==> src/rtl/frac_mn_clkdiv.sv <==
module frac_mn_clkdiv #(
  parameter int M_W   = 9,
  parameter int N_W   = 20,
  parameter int SEL_W = 2
) (
  input  logic                               clk,
  input  logic                               rst,
  input  logic                               cfg_we,
  input  logic [SEL_W+M_W+N_W:0]             cfg_wdata,
  output logic [SEL_W+M_W+N_W:0]             cfg_rdata,
  output logic [SEL_W-1:0]                   src_sel_o,
  output logic                               div_clk_o,
  output logic                               div_tick_o,
  output logic                               cfg_err_o
);
  localparam int DW    = SEL_W + M_W + N_W + 1;
  localparam int EN_B  = M_W + N_W;
  localparam int M_LO  = N_W;
  localparam int SEL_LO = EN_B + 1;
  localparam int PADW  = N_W - M_W;

  logic [DW-1:0]  ctrl_q;
  logic [M_W-1:0] m_act_q;
  logic [N_W-1:0] n_act_q;
  logic [N_W-1:0] acc_q;
  logic           run_q;

  function automatic logic legal(input logic [M_W-1:0] m, input logic [N_W-1:0] n);
    logic [N_W-1:0] two_m;
    two_m = {{(PADW-1){1'b0}}, m, 1'b0};
    return (m != '0) && (n >= N_W'(2)) && (n >= two_m);
  endfunction

  wire [M_W-1:0] reg_m  = ctrl_q[M_LO +: M_W];
  wire [N_W-1:0] reg_n  = ctrl_q[0 +: N_W];
  wire           reg_en = ctrl_q[EN_B];
  wire           reg_ok = legal(reg_m, reg_n);
  wire           run    = reg_en && reg_ok;
  wire           start  = run && !run_q;

  wire [M_W-1:0] m_use    = start ? reg_m : m_act_q;
  wire [N_W-1:0] n_use    = start ? reg_n : n_act_q;
  wire [N_W-1:0] acc_base = start ? '0 : acc_q;
  wire [N_W:0]   sum      = {1'b0, acc_base} + {{PADW{1'b0}}, m_use, 1'b0};
  wire           wrap     = sum >= {1'b0, n_use};
  wire [N_W:0]   rem      = sum - {1'b0, n_use};
  wire           new_pair = (reg_m != m_use) || (reg_n != n_use);
  wire           wr_bad   = !legal(cfg_wdata[M_LO +: M_W], cfg_wdata[0 +: N_W]);

  assign cfg_rdata = ctrl_q;
  assign src_sel_o = ctrl_q[SEL_LO +: SEL_W];

  always_ff @(posedge clk) begin
    if (rst) begin
      ctrl_q     <= '0;
      m_act_q    <= '0;
      n_act_q    <= '0;
      acc_q      <= '0;
      run_q      <= 1'b0;
      div_clk_o  <= 1'b0;
      div_tick_o <= 1'b0;
      cfg_err_o  <= 1'b0;
    end else begin
      run_q      <= run;
      div_tick_o <= 1'b0;
      if (cfg_we) begin
        ctrl_q <= cfg_wdata;
        if (wr_bad) cfg_err_o <= 1'b1;
      end
      if (run) begin
        if (wrap) begin
          div_clk_o  <= !div_clk_o;
          div_tick_o <= 1'b1;
          m_act_q    <= reg_m;
          n_act_q    <= reg_n;
          acc_q      <= new_pair ? '0 : rem[N_W-1:0];
        end else begin
          m_act_q <= m_use;
          n_act_q <= n_use;
          acc_q   <= sum[N_W-1:0];
        end
      end
    end
  end

  p_acc_bound_r5: assert property (@(posedge clk) disable iff (rst)
    run_q |-> (acc_q < n_act_q));
  p_hold_off_r4: assert property (@(posedge clk) disable iff (rst)
    !ctrl_q[EN_B] |=> $stable(div_clk_o));
  p_illegal_hold_r7: assert property (@(posedge clk) disable iff (rst)
    !reg_ok |=> ($stable(div_clk_o) && !div_tick_o));
  p_sel_follow_r3: assert property (@(posedge clk) disable iff (rst)
    cfg_we |=> (src_sel_o == $past(cfg_wdata[SEL_LO +: SEL_W])));
  p_err_sticky_r8: assert property (@(posedge clk) disable iff (rst)
    cfg_err_o |=> cfg_err_o);
  p_tick_edge_r11: assert property (@(posedge clk) disable iff (rst)
    div_tick_o |-> (div_clk_o != $past(div_clk_o)));
endmodule

==> config.mk <==
export PLATFORM = sky130hd
export DESIGN_NAME = frac_mn_clkdiv
export DESIGN_NICKNAME = d
export VERILOG_FILES = /design/src/rtl/frac_mn_clkdiv.sv
export SDC_FILE = /design/constraint.sdc
export NUM_CORES = 1
export LEC_CHECK = 0
export BUFFER_PORTS_ARGS = -buffer_cell sky130_fd_sc_hd__buf_2
export CORE_MARGIN = 2
export CORE_UTILIZATION = 35
export CTS_CLUSTER_SIZE = 25
export DETAILED_ROUTE_END_ITERATION = 8
export PLACE_DENSITY = 0.59
export REMOVE_ABC_BUFFERS = 1
export SLEW_MARGIN = 40
export SYNTH_ARGS = -nofsm -noshare
export SYNTH_HDL_FRONTEND = slang
export SYNTH_SLANG_ARGS = --single-unit
==> constraint.sdc <==
create_clock -name clk -period 12.7 [get_ports clk]
set_clock_uncertainty 0.2 [all_clocks]
set_input_delay 0 -clock clk [delete_from_list [all_inputs] [get_ports clk]]
set_output_delay 0 -clock clk [all_outputs]
set_load 0.02 [all_outputs]
==> results of run 1 <==
-- area by class of cell --
type                       instances  area, sq um
timing repair buffer             110          733
multi-input combinational        710         4720
sequential                        85         1700
clock buffer                      11          243
tap                              260          325
fill                            1905        10900
inverter                          35          131
clock inverter                     5         42.5
-- how the worst min path moves through the flow --
stage	slack, ns	end	from
after detailed placement	0.04	cfg_rdata[29]	cfg_wdata[29]
final	0.01	cfg_rdata[20]	cfg_we
after global routing	0.04	cfg_rdata[1]	cfg_we
after global placement	0.04	cfg_rdata[30]	cfg_wdata[30]
after floorplan	-0.13	acc_q[15]	rst
after CTS	0.02	cfg_rdata[22]	cfg_we
-- metrics by stage --
step / hold WS, ns / instance area [sq um] / std cells
after floorplan: -0.131 / 6540 / 830
after global placement: 0.0353 / 7270 / 1167
after detailed placement: 0.0425 / 7280 / 1167
after CTS: 0.0201 / 7900 / 1216
after global routing: 0.0445 / 7900 / 1216
final: 0.0147 / 7900 / 1216
-- what timing repair did --
action	4_1_cts	5_1_grt
hold buffers	33	0
endpoints found under the hold margin	47	0
buffers inserted	0	0
-- worst max-delay path: cells and delay by family (launching register included) --
family	cells	cell delay [ns]
flops	1	0.54
compound gates	13	3.31
simple gates	9	2.23
fa+ha+maj	3	1.07
xor+xnor	1	0.21
buf+inv	2	0.63
-- sequential cells by signal, summed over array words and instances (netlist names) --
register,cells
run_q,1
n_act_q,20
div_tick_o,1
cfg_rdata,32
cfg_err_o,1
div_clk_o,1
acc_q,20
m_act_q,9
-- metal layers --
| metal | up-vias | routed length [microns] |
|---|---|---|
| li1 | 3340 | - |
| met1 | 3217 | 9990 |
| met2 | 282 | 10200 |
| met3 | 30 | 1380 |
| met4 | 0 | 418 |
| met5 | - | 0 |
-- Yosys cell counts (all sizes together) (6+ instances only) --
| master | n | area (sq um) |
|---|---|---|
| ha | 44 | 551 |
| buf | 17 | 92.6 |
| a21oi | 63 | 323 |
| a21o | 11 | 82.6 |
| mux2i | 49 | 490 |
| nor2 | 88 | 347 |
| o21a | 7 | 53.8 |
| xor2 | 37 | 324 |
| and2 | 13 | 81.3 |
| nor3 | 18 | 90.1 |
| nand2 | 116 | 435 |
| a22oi | 8 | 60.1 |
| dfxtp | 85 | 1700 |
| nor4 | 20 | 138 |
| nand2b | 7 | 43.8 |
| o211ai | 11 | 82.6 |
| clkbuf | 34 | 129 |
| o21ai | 41 | 220 |
| a211oi | 7 | 52.6 |
| o22ai | 6 | 37.5 |
| inv | 35 | 131 |
| nand4 | 14 | 87.6 |
| xnor2 | 21 | 184 |
| nand3 | 21 | 105 |
| a31oi | 11 | 75.1 |
-- logic make-up after synthesis --
| kind of cell | after synthesis |
|---|---|
| adders and majority gates | 47 |
| muxes | 52 |
| xor gates and xnor gates | 58 |
| DFF | 85 |
| and+or+nand+nor | 333 |
| AOI/OAI and AO/OA | 220 |
| buffers and inverters | 86 |
-- power breakdown --
part	switching [W]	internal (W)
logic	0.000196	0.000127
clock network	0.000125	0.000141
registers	0.0000217	0.000279
total	0.000342	0.000547
==> metrics.txt, run 1 <==
port buffer count=71; drt drc=0; starting density of the core=35.9%; routed len/inst=18.1 microns; CP max stage delay=0.73 ns; CP Class=reg2reg; Final Core Density=41.9%; area growth from synthesis to final layout=16.8%; FMAX=120 MHz; yosys warns=0; worst-skew pair later-pin latency=0.36 ns; Detail Placement HPWL=16.0 mm; sequential share of the synthesized area=25.2%; Synth async-reset ratio=0%; met3 usage=2.65%; number of synthesized flops with an enable pin=0; most common cell after layout, fill and taps aside=nand2_1; PD cells=113 nW/um^2; final worst slack=4.38 ns; DR iter-0 viols=626; post-synthesis xor/xnor area fraction=7.51%; critical path endpoint category=flip-flop; Via density=5.65; Die X=143 microns; grt peak-use layer=met2; initial antenna violation count=0; Crit-path slowest cell=a211oi_1; Core Box Area=18800 sq um; # clock sinks=85; Worst setup SP type=flip-flop; Final min period=8.32 ns; WL final=22.0 mm; post_cts resized=0; Final #Nets=1031; reg-to-reg critical path startpoint=cfg_rdata[26]; First-pass DRT Iterations=5; synth unique cells=79; # H-tree levels=3; setup violators final=0; largest net degree at the start of global routing=70; mux share of post-synthesis cell area=7.75%; total negative slack=0 ns; via count=6869; Site Rows=50; fin. max-slew vios=0; Worst-path clk slew=0.07 ns; Final ANT Viol Nets=0; unrepaired setup endpoints after global routing=false; #FFs+latches synth=85; GRT met2 Usage=36.0%; P_leak=3.38 nW; layout cells sized above 1=12.2%; Slew HR=44.1%; Die Ht=143 microns; TritonCTS Buffers=9; synthesized netlist cell count=881; first-pass GRT wire length=35.6 mm; Tot Pwr=0.000889 W; crit path to=acc_q[19]; DP Worst Slack=4.60 ns; Total Die Area=20500 sq um; syn_area_per_cell=7.68 sq um; number of global-route vias before repair=6501; Max clock buf depth=2; RR Endpoint=acc_q[19]; Simple-Gate Fraction of Synth Area=23.6%; grt total ovfl=0; TritonCTS clock tree=yes; met1 GRT Util=30.8%; Final Wtd Congestion=0.927; crit path launch=cfg_rdata[26]; worst reg-to-reg setup slack=4.38 ns; WHS Path Cells=3; Post-Synth Adder-Cell Area=8.73%; Period Utilization, post-route=65.5%; Worst Max-Slew Pin Slew=0.831 ns; Compound-Gate Fraction of Synth Area=22.1%; VDD IR max=0.0000723 V; main combinational cell family by area after synthesis=simple AND/OR/NAND/NOR gates; All-Layer GR Usage=22.2%; Post-synth top flop=dfxtp_1; Hold Path Class=in2reg; Top Ports=72; Crit path required time=12.76 ns; Root Buffer=clkbuf_16; Worst Path Max Fanout=38; antenna cells=0; outcome=complete, no violations; final hold viol count=0; Cell Area, Synth=6770 sq um; r2r worst-path depth=28; most frequent cells in the layout=nand2_1, nor2_1, dfxtp_1, buf_2, a21oi_1; number of max-cap violations=0; crit path DAT=8.38 ns
No activity file was read; power rests on OpenSTA's default activity.
==> run 2: changes to the inputs <==
Clock period 12.7 ns to 7.7 ns, I/O delays scaled along.
==> run 2 against run 1 <==
  * The flow now finishes with violations (negative hold slack)
  * Final cell count up 0.99%
  * Register-to-register slack worse by 3.9 ns
  * Fmax up 16%
  * Via count down 1.1%
  * Combinational power up 73%
  * Core utilization up 0.86 points
  * Flip-flop and latch count unchanged
  * Sequential power up 63%
  * Power up 73%
  * Sequential share of layout area down 0.37 points
  * First-iteration DRC count down 14%
  * Die area unchanged
  * Critical endpoint is now acc_q[18]
==> metrics.txt, run 2 (synthesis results as in run 1) <==
antenna cells=0; Final min period=7.20 ns; layout cells sized above 1=14.3%; critical path endpoint category=flip-flop; TritonCTS Buffers=9; Total Die Area=20500 sq um; grt total ovfl=0; unrepaired setup endpoints after global routing=false; First-pass DRT Iterations=5; register area=1710 sq um; Highest Signal Layer=met4; Core Box Area=18800 sq um; outcome=complete, but fails checks; # H-tree levels=3; Final ANT Viol Nets=0; Root Buffer=clkbuf_16; crit path DAT=7.28 ns; Period Utilization, post-route=93.5%; TritonCTS clock tree=yes; VDD IR max=0.000129 V; Crit-path slowest cell=dfxtp_2; wl on met1=10.4 mm; Final #Nets=1045; Worst Path Max Fanout=9; Placed Instances=1178; most frequent cells in the layout=nand2_1, nor2_1, dfxtp_1, buf_2, a21oi_1; PD cells=191 nW/um^2; number of max-cap violations=0; worst-skew pair later-pin latency=0.36 ns; Min Hold Slack=-0.0000791 ns; WL final=22.0 mm; Slew HR=48.7%; dpl cell area=7370 sq um; area of the multi-input gates=4740 sq um; Site Rows=50; # clock sinks=85; FMAX=139 MHz; most common cell after layout, fill and taps aside=nand2_1; Die Ht=143 microns; All-Layer GR Usage=22.1%; initial antenna violation count=0; fin. max-slew vios=0; filler cell count=1915; area growth from synthesis to final layout=19.2%; Detail Placement HPWL=16.3 mm; CP Class=reg2reg; Worst Path Buf+Inv=4; wire length on met3=1.40 mm; Top Ports=72; Worst-path clk slew=0.08 ns; CP delay by family, top=compound AO/OA/AOI/OAI gates; drt drc=0; via count=6793; Via density=5.53; Hold Path Class=in2reg; setup violators final=0; CP max stage delay=0.43 ns; final hold viol count=1; met2 routed wirelength=9.83 mm; final cell count without fillers=1228; post-route cell area=8060 sq um; Die X=143 microns; Final Wtd Congestion=0.940; Worst Max-Slew Pin Slew=0.762 ns; routed len/inst=18.0 microns; port buffer count=71; total negative slack=0 ns; largest net degree at the start of global routing=70; max FFs per register=32; P_leak=3.47 nW; number of global-route vias before repair=6393; violated checks=negative hold slack; first-pass GRT wire length=35.1 mm; DR iter-0 viols=538; starting density of the core=35.9%; Crit path required time=7.78 ns; Worst setup SP type=flip-flop; Max clock buf depth=2
-- run 2: cell count changes in the layout (fill, tap and decap cells not counted), moves of 2 or more --
cell	before	now
dfxtp_2	0	4
bufinv_16	0	2
buf_4	7	20
dfxtp_1	85	81
-- run 2: worst paths after layout --
kind	from	end	slack (ns)	cells after the start
max	cfg_rdata[24]	acc_q[18]	0.50	31
min	cfg_we	cfg_err_o	-0.00008	3
max reg2reg	cfg_rdata[24]	acc_q[18]	0.50	31
min reg2reg	n_act_q[3]	n_act_q[3]	0.27	2
-- run 2: stage by stage --
step                      total power [W]  util (%)  setup slack, ns
after floorplan                  0.000852         -            0.109
after global placement            0.00103      39.1            0.308
after detailed placement          0.00103      39.1            0.176
after CTS                         0.00153      42.6            0.155
after global routing              0.00161      42.8            0.119
final                             0.00154      42.8            0.502
-- run 2: layer usage --
metal | up-vias | GRT usage, %
li1 | 3383 | -
met1 | 3145 | 30.5
met2 | 238 | 34.6
met3 | 27 | 3.99
met4 | 0 | 7.24
met5 | - | 0
-- run 2: worst min-delay path: cells and delay by family --
kind                   cells  cell delay, ns
buffers and inverters      1            0.27
and+or+nand+nor            1            0.17
AOI/OAI and AO/OA          1            0.06
-- run 2: where the power goes --
group	leakage, nW	switching [W]	internal (W)
Combinational	2.63	0.000336	0.000222
Sequential	0.695	0.0000313	0.000460
Clock	0.148	0.000203	0.000283
-- run 2: layout make-up --
class / instances / area share (%)
multi-input cells: 710 / 58.8
flip-flops and latches: 85 / 21.2
repair buffers: 124 / 10.6
well taps: 260 / 4.04
clock buffers: 9 / 2.79
inverters: 35 / 1.63
clock inverters: 5 / 1.06
-- run 2: what timing repair did --
action                     CTS  global route
hold endpoints to repair    48             0
buffers inserted             0             3
resized for setup            0             8
setup endpoints to repair    0            43
hold buffers                33             0
